<file path="src/rtl/pciMstTermPkg.sv">
`timescale 1ns/1ps
package pciMstTermPkg;
  typedef enum logic [1:0] {
    RSP_OK     = 2'b00,
    RSP_FAIL   = 2'b01,
    RSP_RESUME = 2'b10
  } rspCode_e;

  typedef struct packed {
    logic     done;
    rspCode_e code;
    logic     loadData;
    logic     allOnes;
    logic     setRta;
    logic     setRma;
    logic     setDpe;
  } ctlStrobe_t;
endpackage

</file>
<file path="src/rtl/pciMstTermCtl.sv">
`timescale 1ns/1ps
module pciMstTermCtl
  import pciMstTermPkg::*;
#(
  parameter int DECODE_WIN = 5,
  parameter int GAP        = 2
) (
  input  logic       clk,
  input  logic       rstN,
  input  logic       txnStart,
  input  logic       txnWrite,
  input  logic       lastPhase,
  input  logic       devselN,
  input  logic       trdyN,
  input  logic       stopN,
  input  logic       perrN,
  input  logic       parFail,
  output ctlStrobe_t strb,
  output logic       reqHold
);
  localparam int CW = (DECODE_WIN > 1) ? $clog2(DECODE_WIN) : 1;
  localparam int HW = (GAP > 1) ? $clog2(GAP) : 1;
  localparam logic [CW-1:0] WIN_LAST = CW'(DECODE_WIN - 1);
  localparam logic [HW-1:0] HOLD_LOAD = HW'(GAP - 1);

  typedef enum logic [1:0] {S_IDLE, S_ACTIVE, S_HOLD} state_e;

  state_e        state, nState;
  logic [CW-1:0] winCnt;
  logic [HW-1:0] holdCnt;
  logic          devselSeen;
  logic          xfer;

  assign xfer = !devselN && !trdyN;

  always_comb begin
    strb   = '0;
    nState = state;
    case (state)
      S_IDLE: if (txnStart) nState = S_ACTIVE;
      S_ACTIVE: begin
        if (txnWrite && !perrN)             strb.setDpe = 1'b1;
        if (!txnWrite && xfer && parFail)   strb.setDpe = 1'b1;
        if (!stopN && devselN) begin
          strb.done   = 1'b1;
          strb.code   = RSP_FAIL;
          strb.setRta = 1'b1;
          nState      = S_IDLE;
        end else if (!stopN) begin
          strb.done     = 1'b1;
          strb.code     = RSP_RESUME;
          strb.loadData = xfer && !txnWrite;
          nState        = S_HOLD;
        end else if (xfer && lastPhase) begin
          strb.done     = 1'b1;
          strb.code     = RSP_OK;
          strb.loadData = !txnWrite;
          nState        = S_IDLE;
        end else if (devselN && !devselSeen && winCnt == WIN_LAST) begin
          strb.done    = 1'b1;
          strb.code    = RSP_OK;
          strb.allOnes = !txnWrite;
          strb.setRma  = 1'b1;
          nState       = S_IDLE;
        end
      end
      S_HOLD: if (holdCnt == '0) nState = S_IDLE;
      default: nState = S_IDLE;
    endcase
  end

  always_ff @(posedge clk or negedge rstN) begin
    if (!rstN) begin
      state      <= S_IDLE;
      winCnt     <= '0;
      holdCnt    <= '0;
      devselSeen <= 1'b0;
    end else begin
      state <= nState;
      if (state == S_IDLE) begin
        winCnt     <= '0;
        devselSeen <= 1'b0;
      end else if (state == S_ACTIVE) begin
        if (winCnt != WIN_LAST) winCnt <= winCnt + 1'b1;
        if (!devselN) devselSeen <= 1'b1;
      end
      if (nState == S_HOLD && state != S_HOLD) holdCnt <= HOLD_LOAD;
      else if (state == S_HOLD && holdCnt != '0) holdCnt <= holdCnt - 1'b1;
    end
  end

  assign reqHold = (state == S_HOLD);

  // the decode window counter never runs past its final sample
  a_r5_window_bound: assert property (@(posedge clk) disable iff (!rstN)
    state == S_ACTIVE |-> winCnt <= WIN_LAST);

  // a started hold lasts longer than one clock when the gap exceeds one
  if (GAP >= 2) begin : g_holdChk
    a_r7_hold_min: assert property (@(posedge clk) disable iff (!rstN)
      $rose(reqHold) |=> reqHold);
  end

  // a start strobe during the hold does not launch a transaction
  a_r7_start_ignored: assert property (@(posedge clk) disable iff (!rstN)
    (state == S_HOLD && txnStart) |=> state != S_ACTIVE);
endmodule

</file>
<file path="src/rtl/pciMstTermDp.sv">
`timescale 1ns/1ps
module pciMstTermDp
  import pciMstTermPkg::*;
#(
  parameter int DATA_W = 32
) (
  input  logic              clk,
  input  logic              rstN,
  input  ctlStrobe_t        strb,
  input  logic [DATA_W-1:0] adIn,
  input  logic              parIn,
  input  logic [2:0]        stsClear,
  output logic              parFail,
  output logic              rspValid,
  output logic [1:0]        rspCode,
  output logic [DATA_W-1:0] rspData,
  output logic              stsRta,
  output logic              stsRma,
  output logic              stsDpe
);
  logic [2:0] setVec, stsQ;

  assign parFail = ^{adIn, parIn};
  assign setVec  = {strb.setDpe, strb.setRma, strb.setRta};

  for (genvar i = 0; i < 3; i++) begin : g_sts
    always_ff @(posedge clk or negedge rstN) begin
      if (!rstN)          stsQ[i] <= 1'b0;
      else if (setVec[i]) stsQ[i] <= 1'b1;
      else if (stsClear[i]) stsQ[i] <= 1'b0;
    end
  end

  assign {stsDpe, stsRma, stsRta} = stsQ;

  always_ff @(posedge clk or negedge rstN) begin
    if (!rstN) begin
      rspValid <= 1'b0;
      rspCode  <= RSP_OK;
      rspData  <= '0;
    end else begin
      rspValid <= strb.done;
      if (strb.done) begin
        rspCode <= strb.code;
        rspData <= strb.allOnes ? '1 : (strb.loadData ? adIn : '0);
      end
    end
  end

  // the response strobe is a single-clock pulse
  a_r1_single_pulse: assert property (@(posedge clk) disable iff (!rstN)
    rspValid |=> !rspValid);

  // a hard-fail response always comes with the target-abort flag
  a_r4_fail_logged: assert property (@(posedge clk) disable iff (!rstN)
    (rspValid && rspCode == RSP_FAIL) |-> stsRta);

  // a newly set master-abort flag comes with a normal-coded response
  a_r5_rma_response: assert property (@(posedge clk) disable iff (!rstN)
    $rose(stsRma) |-> (rspValid && rspCode == RSP_OK));
endmodule

</file>
<file path="src/rtl/pciMstTerm.sv">
`timescale 1ns/1ps
module pciMstTerm
  import pciMstTermPkg::*;
#(
  parameter int DATA_W     = 32,
  parameter int DECODE_WIN = 5,
  parameter int GAP        = 2
) (
  input  logic              clk,
  input  logic              rstN,
  input  logic              txnStart,
  input  logic              txnWrite,
  input  logic              lastPhase,
  input  logic              devselN,
  input  logic              trdyN,
  input  logic              stopN,
  input  logic              perrN,
  input  logic [DATA_W-1:0] adIn,
  input  logic              parIn,
  input  logic [2:0]        stsClear,
  output logic              rspValid,
  output logic [1:0]        rspCode,
  output logic [DATA_W-1:0] rspData,
  output logic              reqHold,
  output logic              stsRta,
  output logic              stsRma,
  output logic              stsDpe
);
  ctlStrobe_t strb;
  logic       parFail;

  pciMstTermCtl #(.DECODE_WIN(DECODE_WIN), .GAP(GAP)) u_ctl (
    .clk(clk), .rstN(rstN), .txnStart(txnStart), .txnWrite(txnWrite),
    .lastPhase(lastPhase), .devselN(devselN), .trdyN(trdyN), .stopN(stopN),
    .perrN(perrN), .parFail(parFail), .strb(strb), .reqHold(reqHold)
  );

  pciMstTermDp #(.DATA_W(DATA_W)) u_dp (
    .clk(clk), .rstN(rstN), .strb(strb), .adIn(adIn), .parIn(parIn),
    .stsClear(stsClear), .parFail(parFail), .rspValid(rspValid),
    .rspCode(rspCode), .rspData(rspData), .stsRta(stsRta), .stsRma(stsRma),
    .stsDpe(stsDpe)
  );

  // a hold opens only on a resume-pending response
  a_r7_hold_cause: assert property (@(posedge clk) disable iff (!rstN)
    $rose(reqHold) |-> (rspValid && rspCode == RSP_RESUME));
endmodule

</file>
<file path="config.mk">
export PLATFORM = sky130hd
export DESIGN_NAME = pciMstTerm
export DESIGN_NICKNAME = d
export VERILOG_FILES = /design/src/rtl/pciMstTermPkg.sv /design/src/rtl/pciMstTermCtl.sv /design/src/rtl/pciMstTermDp.sv /design/src/rtl/pciMstTerm.sv
export SDC_FILE = /design/constraint.sdc
export NUM_CORES = 1
export LEC_CHECK = 0
export ABC_AREA = 1
export CAP_MARGIN = 5
export CORE_MARGIN = 4
export CORE_UTILIZATION = 43
export DETAILED_ROUTE_END_ITERATION = 10
export PLACE_DENSITY = 0.75
export SYNTH_ARGS = -nofsm -noshare
export SYNTH_HDL_FRONTEND = slang
export SYNTH_SLANG_ARGS = --single-unit
</file>
<file path="constraint.sdc">
create_clock -name clk -period 2.23 [get_ports clk]
set_input_delay 0.3345 -clock clk [delete_from_list [all_inputs] [get_ports clk]]
set_output_delay 0.3345 -clock clk [all_outputs]
set_load 0.005 [all_outputs]
</file>
Word level (Yosys, flattened, before mapping)
Index checks and enable logic that the tools add are counted.
- shift operators: 0
- bitwise logic cells: 0
- reductions and logical operators: 26
- $add $sub $neg: 2
- equality and inequality tests: 7
- muxes and demuxes: 40
- $mul: 0
- divide/modulo/power cells: 0
- order comparisons: 0
- operators with widths (cell ; count):
    32-bit two-way mux ; 2
    33-bit XOR reduction ; 1
    1-bit two-way mux ; 22
    3-bit two-way mux ; 6
    2-bit two-way mux ; 7
    2-bit nonzero test ; 6
    1-bit logical AND ; 10
    8-bit two-way mux ; 1
    1-bit logical NOT ; 6
    2-bit one-hot mux with 3 select lines ; 1
    2-bit == test (second input constant) ; 2
    4-bit two-way mux ; 1
    2-bit AND reduction ; 2
    3-bit by 1-bit adder with 3-bit output (second input constant) ; 1
    3-bit == test (second input constant) ; 1
    3-bit != test (second input constant) ; 1
    2-bit by 1-bit == test with 1-bit output (second input constant) ; 1
    2-bit logical NOT ; 1
    2-bit by 1-bit != test with 1-bit output (second input constant) ; 1
    2-bit != test (second input constant) ; 1
    1-bit subtractor (second input constant) ; 1
- memories: 0
- bits in latches: 0
- memory bits (writable): 0
- flip-flop bits (word level): 45
- output and inout port bits: 39
- memory bits (read-only): 0

Logic depth before layout (Yosys ltp)
Gate-level depths: netlist of run 1.
- word-level depth: 11
- mapped depth: 14

Cells and area by module
A second synthesis of run 1 with hierarchy kept.
- cells, all modules: 371
- area total of the unflattened synthesis: 2576.2 um2
- modules (own cells, without submodules) (module ; seq. area each (um2) ; instances ; area each (um2) ; cells each):
    pciMstTermDp ; 950.9 ; 1 ; 2103.3 ; 307
    pciMstTermCtl ; 175.2 ; 1 ; 473.0 ; 64

Worst setup path before layout of run 1
No wires, ideal clock.
- path type: reg-to-reg
- from: reg u_ctl.winCnt[0]
- to: reg u_dp.rspData[0]
- data required time: 2.110 ns
- path buffers: 1
- clock period less this slack: 1.540 ns
- cell stages (with the launch flop): 13
- setup slack: 0.690 ns
- data arrival time: 1.420 ns
- cells stage by stage: dfrtp_1 -> inv_1 -> ha_1 -> nand2_1 -> nor3_2 -> inv_1 -> nand2_1 -> nand2_1 -> inv_2 -> o21ai_2 -> inv_2 -> buf_6 -> a21oi_2
- longest elaborated chain between the ends: 8
- elaborated cells between the ends (all ways): 12
- those cells by class: 1 x eq/ne; 10 x mux; 1 x reduce/logical
- RTL lines (item ; RTL line ; source):
    from (decl) ; pciMstTermCtl.sv:29 ; logic [CW-1:0] winCnt;
    from (signal assigned) ; pciMstTermCtl.sv:84 ; if (winCnt != WIN_LAST) winCnt <= winCnt + 1'b1;
    3-bit == test * ; pciMstTermCtl.sv:59 ; end else if (devselN && !devselSeen && winCnt == WIN_LAST) begin
    1-bit logical AND * ; pciMstTermCtl.sv:59 ;
    1-bit two-way mux ; pciMstTermCtl.sv:59 ;
    1-bit two-way mux ; pciMstTermCtl.sv:54 ; end else if (xfer && lastPhase) begin
    1-bit two-way mux ; pciMstTermCtl.sv:49 ; end else if (!stopN) begin
    2-bit two-way mux ; pciMstTermCtl.sv:44 ; if (!stopN && devselN) begin
    8-bit two-way mux * ; pciMstTermCtl.sv:39 ; case (state)
    32-bit two-way mux ; pciMstTermDp.sv:45 ; rspData <= strb.allOnes ? '1 : (strb.loadData ? adIn : '0);
    to (signal assigned) ; pciMstTermDp.sv:45 ;
    to (decl) ; pciMstTermDp.sv:16 ; output logic [DATA_W-1:0] rspData,
Every way passes the cells marked *; elsewhere a longest branch is shown, timed or not.
A chain may end at the register's enable or synchronous reset.

Worst setup path in the final report of run 1
- from: reg u_ctl.winCnt[0]
- to: reg u_dp.rspData[22]
Same word-level chain as after synthesis.

==> results.md, run 1 <==
* Status: finished, final reports clean
* Slew HR at 70.8%
* # port buffers at 83
* Clock sink total at 45
* Syn nets at 429
* Mapped cell area at 2720 sq um
* Die height at 87.5 um
* Period utilization at 83.2%
* Num rows at 28
* DRT Pass-1 Iters at 4
* Detail Route Antenna Nets at 0
* Crit Path Max Fanout at 32
* Slowest-stage cell, CP: dfrtp_1
* Hold Violations, Final at 0
* CTS max path bufs at 2
* # Post-CTS Setup Buffers at 0
* Reg area at 1130 sq um
* Global-route wire length before repair at 10.3 mm
* Cells after synthesis at 382
* Top-area cell type share of the netlist area at 41.5%
* TritonCTS clock tree: yes
* Synth warn at 0
* Critical path capture point type: flop
* Syn avg cell area at 7.11 sq um
* MaxCap Viol Count at 0
* DRC at 0
* Clk_lat worst skew at 0.29 ns
* Critical path startpoint category: flop
* Clock Skews at 0.00557 ns
* Area grow syn2layout at 36.1%
* Layout cell share with drive strength beyond 1 at 8.96%
* Total Power at 3.68 mW
* RSZ-0062 raised after global routing: false
* CTS Buf Count at 5
* Area of the die at 7650 sq um
* HPWL after DPL at 4.83 mm
* Area contributors post-synth: dfrtp_1 41%, nand2_1 23%, a21oi_2 6.8%, nor2_1 6.4%, inv_1 5.5%
* Placer congestion estimate at 0.876
* Reg2reg setup slack at 0.38 ns
* CP arrival at 2.01 ns
* CP peak stage delay at 0.40 ns
* Crit Path Class: flop to flop
* Most frequent cells in the layout: 168 x nand2_1, 82 x clkdlybuf4s50_1, 46 x nor2_1
* Max Slew Vio Count at 0
* Initial Util at 45.1%
* Initial antenna violation count at 0
* Post-synth EDFFs at 0
* Fillers at 548
* Global route overflow at 0
* Hold/Removal Path Class: flop to flop
* Clk pin slew, worst setup/hold paths at 0.08 ns
* GRT Util Overall at 16.7%
* Via density at 4.68
* Fmax achieved at 0.539 GHz
* Clock root cell: clkbuf_8
* WL/cell at 11.5 um
* Ant. Diodes at 0
* H-tree depth at 2
* Pin count of the biggest net entering global routing at 34
* Required time of the critical path at 2.39 ns
* Synth area leader: dfrtp_1
* Die width at 87.5 um
* Fraction of registers with async set/reset at 100%
* Core Area at 6030 sq um
* Dpl cell area at 3580 sq um
* Nets at 515
* Critical Path Most Common Cell: nand2_1
* Drt initial violations at 65
* Setup-failing EPs final at 0
* Pleak at 1.79 nW
* Count of different cell masters after synthesis at 23
* Seq/Total Area, Yosys at 41.5%
* Area of the multi-input gates at 1350 sq um
* Commonest non-fill, non-tap cell in the layout: nand2_1
* Crit path cell chain: inv_1 > ha_1 > nand2_1 > nor3_2 > inv_1 > nand2_1 > nand2_1 > inv_2 > o21ai_2 > inv_4 > a21oi_1
* Top Family by Delay on Critical Path: buffers and inverters
* Vias in the first global route at 2358
* Worst setup margin at 0.375 ns
* Final Instance Area at 3700 sq um
* DRT Wirelength at 6.25 mm
* PwrDens at 996 nW/um^2
* Yosys reg bits at 45
* Post-synth top flop: dfrtp_1
* Routed via count at 2547
* Worst VDD drop at 0.000459 V
* Pre-CTS WS at -0.0292 ns
* Io pins at 84
* Worst Tran Pin Value at 0.434 ns
* Crit path time final at 1.85 ns
* CP Buf/Inv Count at 4
-- cells by family after synthesis --
logic type | count (synthesis) | share of synthesized area (%)
adders and majority gates | 2 | 0.922
buffers and inverters | 52 | 8.99
AOI/OAI and AO/OA | 44 | 11.9
and+or+nand+nor | 226 | 32.5
DFF | 45 | 41.5
xor gates and xnor gates | 13 | 4.19
-- power by group --
group / total [mW] / internal, mW / switching [mW]
sequential: 1.40 / 1.19 / 0.212
clock: 0.540 / 0.280 / 0.260
combinational: 1.74 / 0.962 / 0.777
total: 3.68 / 2.43 / 1.25
-- what timing repair did --
item                                    in CTS  in global routing
gates resized for setup                      0                  2
endpoints found under the hold margin       16                  0
hold buffers                                 1                  0
endpoints found under the setup margin       0                 32
-- cell type report --
type                       count  area share (%)
tap                           75            2.54
clock buffer                   7            2.61
multi-input combinational    285            36.4
inverter                      43            4.43
clock inverter                 1           0.135
timing repair buffer          88            23.4
sequential                    45            30.5
-- routing by layer --
layer	vias to the layer above	wire (um)	GRT usage, %
li1	1336	-	-
met1	1141	2680	20.9
met2	66	3130	29.7
met3	4	395	3.03
met4	0	45	3.77
met5	-	0	0
-- metrics by stage --
step / std cells / util (%) / hold slack [ns] / TNS, ns
finish: 544 / 61.3 / 0.475 / 0
global route: 544 / 61.3 / 0.506 / 0
CTS: 544 / 61.3 / 0.481 / 0
detailed placement: 535 / 59.4 / 0.279 / -0.209
global placement: 535 / 59.4 / 0.270 / 0
floorplan: 382 / - / 0.0389 / 0
-- worst register-to-register path, cell delays in order, from the launching register on --
cell and delay (ns):
dfrtp_1 0.40, inv_1 0.09, ha_1 0.15, nand2_1 0.12
nor3_2 0.13, inv_1 0.07, nand2_1 0.07, nand2_1 0.08
inv_2 0.07, o21ai_2 0.06, inv_4 0.35, a21oi_1 0.13
-- path summary, 6_finish.rpt --
| path | startpoint | to | depth (start not counted) |
|---|---|---|---|
| hold / removal | u_dp.rspCode[1] | u_dp.rspCode[1] | 2 |
| setup / recovery | u_ctl.winCnt[0] | u_dp.rspData[22] | 11 |
| max in group asynchronous | rstN | u_ctl.holdCnt | 3 |
| hold reg to reg | u_dp.rspCode[1] | u_dp.rspCode[1] | 2 |
| min in group asynchronous | rstN | u_dp.rspData[10] | 2 |
| setup reg to reg | u_ctl.winCnt[0] | u_dp.rspData[22] | 11 |
-- synth_stat cells, types with 2 or more instances --
cell type / instances
ha_1: 2
xor2_1: 5
a21oi_2: 21
a21oi_1: 14
dfrtp_1: 45
nand3_1: 8
buf_6: 6
nand2_1: 168
buf_2: 3
o21ai_0: 4
inv_2: 3
nor2_1: 46
xnor2_1: 8
inv_1: 40
-- sequential cells by signal, summed over array words and instances (netlist names) --
| register | flops |
|---|---|
| u_ctl.state | 2 |
| u_ctl.holdCnt | 1 |
| u_dp.stsDpe | 1 |
| u_ctl.devselSeen | 1 |
| u_dp.rspCode | 2 |
| u_dp.rspData | 32 |
| u_dp.stsRta | 1 |
| u_dp.stsRma | 1 |
| u_dp.rspValid | 1 |
| u_ctl.winCnt | 3 |
(Power assumes the default switching activity.)
==> inputs of run 2 (changes only) <==
- clock period: 2.23 -> 1.8 ns (I/O delays scaled with it)
==> results.md, run 2 (same netlist as run 1, synthesis figures left out) <==
* Via density at 4.74 (+1.2%)
* Wl on met1 at 2.90 mm (+8.1%)
* Global-route wire length before repair at 10.8 mm (+4.8%)
* FF-to-FF Start: u_ctl.winCnt[0]
* Routed via count at 2638 (+3.6%)
* Io pins at 84 (unchanged)
* Global route overflow at 0 (unchanged)
* PwrDens at 1230 nW/um^2 (+24%)
* Top Metal Used: met4
* Fillers at 549 (+0.18%)
* Switch Pwr at 1.65 mW (+32%)
* Most frequent cells in the layout: 166 x nand2_1, 82 x clkdlybuf4s50_1, 45 x nor2_1, 45 x dfrtp_1, 39 x inv_1
* Sw Ratio at 34.3% (+0.34 points)
* H-tree depth at 2 (unchanged)
* Commonest non-fill, non-tap cell in the layout: nand2_1
* Critical path startpoint category: flop
* Hold/Removal Path Class: primary input to asynchronous set/reset pin
* Initial antenna violation count at 0 (unchanged)
* Combinational fraction of design power at 50.5% (+3.3 points)
* Met2 Routed Length at 3.46 mm (+11%)
* Die width at 87.5 um (unchanged)
* Hold Violations, Final at 0 (unchanged)
* Crit path time final at 1.72 ns
* Dpl cell area at 3700 sq um (+3.3%)
* Routed wl met3 at 336 um (-15%)
* Initial Util at 45.1% (unchanged)
* MaxCap Viol Count at 0 (unchanged)
* Crit Path Max Fanout at 3 (-91%)
* Max Slew Vio Count at 0 (unchanged)
* Clock Skews at 0.00533 ns (-0.000238 ns)
* Area grow syn2layout at 44.2%
* WL/cell at 12.2 um (+6.2%)
* Reg2reg setup slack at 0.12 ns (-0.26 ns)
* RSZ-0062 raised after global routing: true
* Placer congestion estimate at 0.803 (-8.3%)
* Worst Tran Pin Value at 0.574 ns (+0.140 ns)
* Slew HR at 61.7% (-9.0 points)
* Crit Path Class: flop to output port
* Worst VDD drop at 0.000589 V (+28%)
* TritonCTS clock tree: yes
* Critical path capture point type: output port
* DRT Wirelength at 6.80 mm (+8.8%)
* R2R depth at 11 (unchanged)
* Clock share of power at 13.0% (-1.7 points)
* Pleak at 1.89 nW (+5.1%)
* Core Area at 6030 sq um (unchanged)
* P_int at 3.17 mW (+30%)
* Die height at 87.5 um (unchanged)
* Final Instance Area at 3920 sq um (+6.0%)
* Nets at 529 (+2.7%)
* Clock sink total at 45 (unchanged)
* Detail Route Antenna Nets at 0 (unchanged)
* Clock root cell: clkbuf_8
* Setup-failing EPs final at 0 (unchanged)
* Drt initial violations at 102 (+57%)
* DRC at 0 (unchanged)
* Biggest register: u_dp.rspData
* Status: finished, final reports clean
* CTS max path bufs at 2 (unchanged)
* Ant. Diodes at 0 (unchanged)
* Reg area at 1130 sq um (unchanged)
* Power share of the sequential group at 36.6% (-1.5 points)
* Layout cell share with drive strength beyond 1 at 12.9% (+3.9 points)
* Vias in the first global route at 2543 (+7.8%)
* Max reg flops at 32 (unchanged)
* Capturing point of the worst reg2reg path: u_dp.rspData[21]
* Fmax achieved at 0.583 GHz
* GRT Util Overall at 17.7% (+1.0 points)
* Clk_lat worst skew at 0.29 ns (about the same)
* Area of the multi-input gates at 1390 sq um (+3.3%)
* Largest registers: u_dp.rspData: 32 flops, u_ctl.winCnt: 3 flops
* Clk pin slew, worst setup/hold paths at 0.08 ns (about the same)
* Period utilization at 95.4%
* Num rows at 28 (unchanged)
* DRT Pass-1 Iters at 4 (unchanged)
* CTS Buf Count at 5 (unchanged)
* Area of the die at 7650 sq um (unchanged)
* Required time of the critical path at 1.53 ns (-0.86 ns)
* CP arrival at 1.45 ns (-0.56 ns)
* Total Power at 4.82 mW (+31%)
* # port buffers at 83 (unchanged)
* Pin count of the biggest net entering global routing at 46 (+35%)
* HPWL after DPL at 5.09 mm (+5.4%)
[run 2: cell types whose count changed in the layout (fill, tap and decap cells not counted), moves of 2 or more]
| cell | previous run | this run |
|---|---|---|
| buf_4 | 4 | 12 |
| buf_12 | 0 | 4 |
| a21oi_4 | 0 | 2 |
| clkbuf_16 | 0 | 2 |
| nand2_1 | 168 | 166 |
| nand2_2 | 0 | 2 |
[run 2: how the worst max path moves through the flow]
| stage | start | endpoint | slack, ns | cells after the start |
|---|---|---|---|---|
| after global routing | u_ctl.state[1] | reqHold | -0.009 | 3 |
| after global placement | devselN | u_dp.rspData[1] | 0.01 | 7 |
| after floorplan | u_ctl.winCnt[0] | u_dp.rspData[0] | 0.26 | 12 |
| final | u_ctl.state[1] | reqHold | 0.08 | 3 |
| after CTS | u_ctl.state[1] | reqHold | 0.006 | 3 |
| after detailed placement | adIn[26] | u_dp.stsDpe | -0.08 | 14 |
[run 2: routing by layer]
| metal | global-route usage (%) | vias to the layer above |
|---|---|---|
| met5 | 0 | - |
| met4 | 6.42 | 0 |
| met3 | 3.12 | 6 |
| met2 | 31.8 | 64 |
| met1 | 21.0 | 1202 |
| li1 | - | 1366 |
[run 2: final cells by class]
cell class | instances | share of cell area (%)
Sequential cell | 45 | 28.8
Multi-Input combinational cell | 285 | 35.5
Tap cell | 75 | 2.40
Inverter | 43 | 4.19
Timing Repair Buffer | 102 | 27.0
Clock buffer | 7 | 2.20
[run 2: critical path, stage by stage, from the launching register on]
cell	delay, ns
dfrtp_1	0.41
inv_1	0.10
nor2_2	0.13
clkdlybuf4s50_1	0.52
[run 2: power groups by stage]
stage | Clock, mW | Sequential [mW] | Combinational, mW
detailed placement | 0 | 1.78 | 2.26
finish | 0.624 | 1.76 | 2.43
global placement | 0 | 1.76 | 2.20
floorplan | 0 | 1.77 | 1.00
global route | 0.686 | 1.82 | 2.68
CTS | 0.635 | 1.76 | 2.27
[run 2: repair_timing]
item,4_1_cts,5_1_grt
endpoints found under the hold margin,0,0
hold buffers,0,0
setup endpoints to repair,0,33
resized for setup,0,12
buffers inserted,0,4
[run 2: per-stage QoR]
| stage | setup TNS (ns) | setup slack, ns | hold slack, ns | std cells | util (%) |
|---|---|---|---|---|---|
| after floorplan | 0 | 0.260 | -0.0256 | 382 | - |
| after CTS | 0 | 0.00578 | 0.0746 | 551 | 62.8 |
| final | 0 | 0.0834 | 0.0416 | 557 | 65.0 |
| after detailed placement | -1.24 | -0.0750 | 0.393 | 544 | 61.4 |
| after global routing | -0.0138 | -0.00853 | 0.0948 | 557 | 65.0 |
| after global placement | 0 | 0.00976 | 0.383 | 544 | 61.4 |
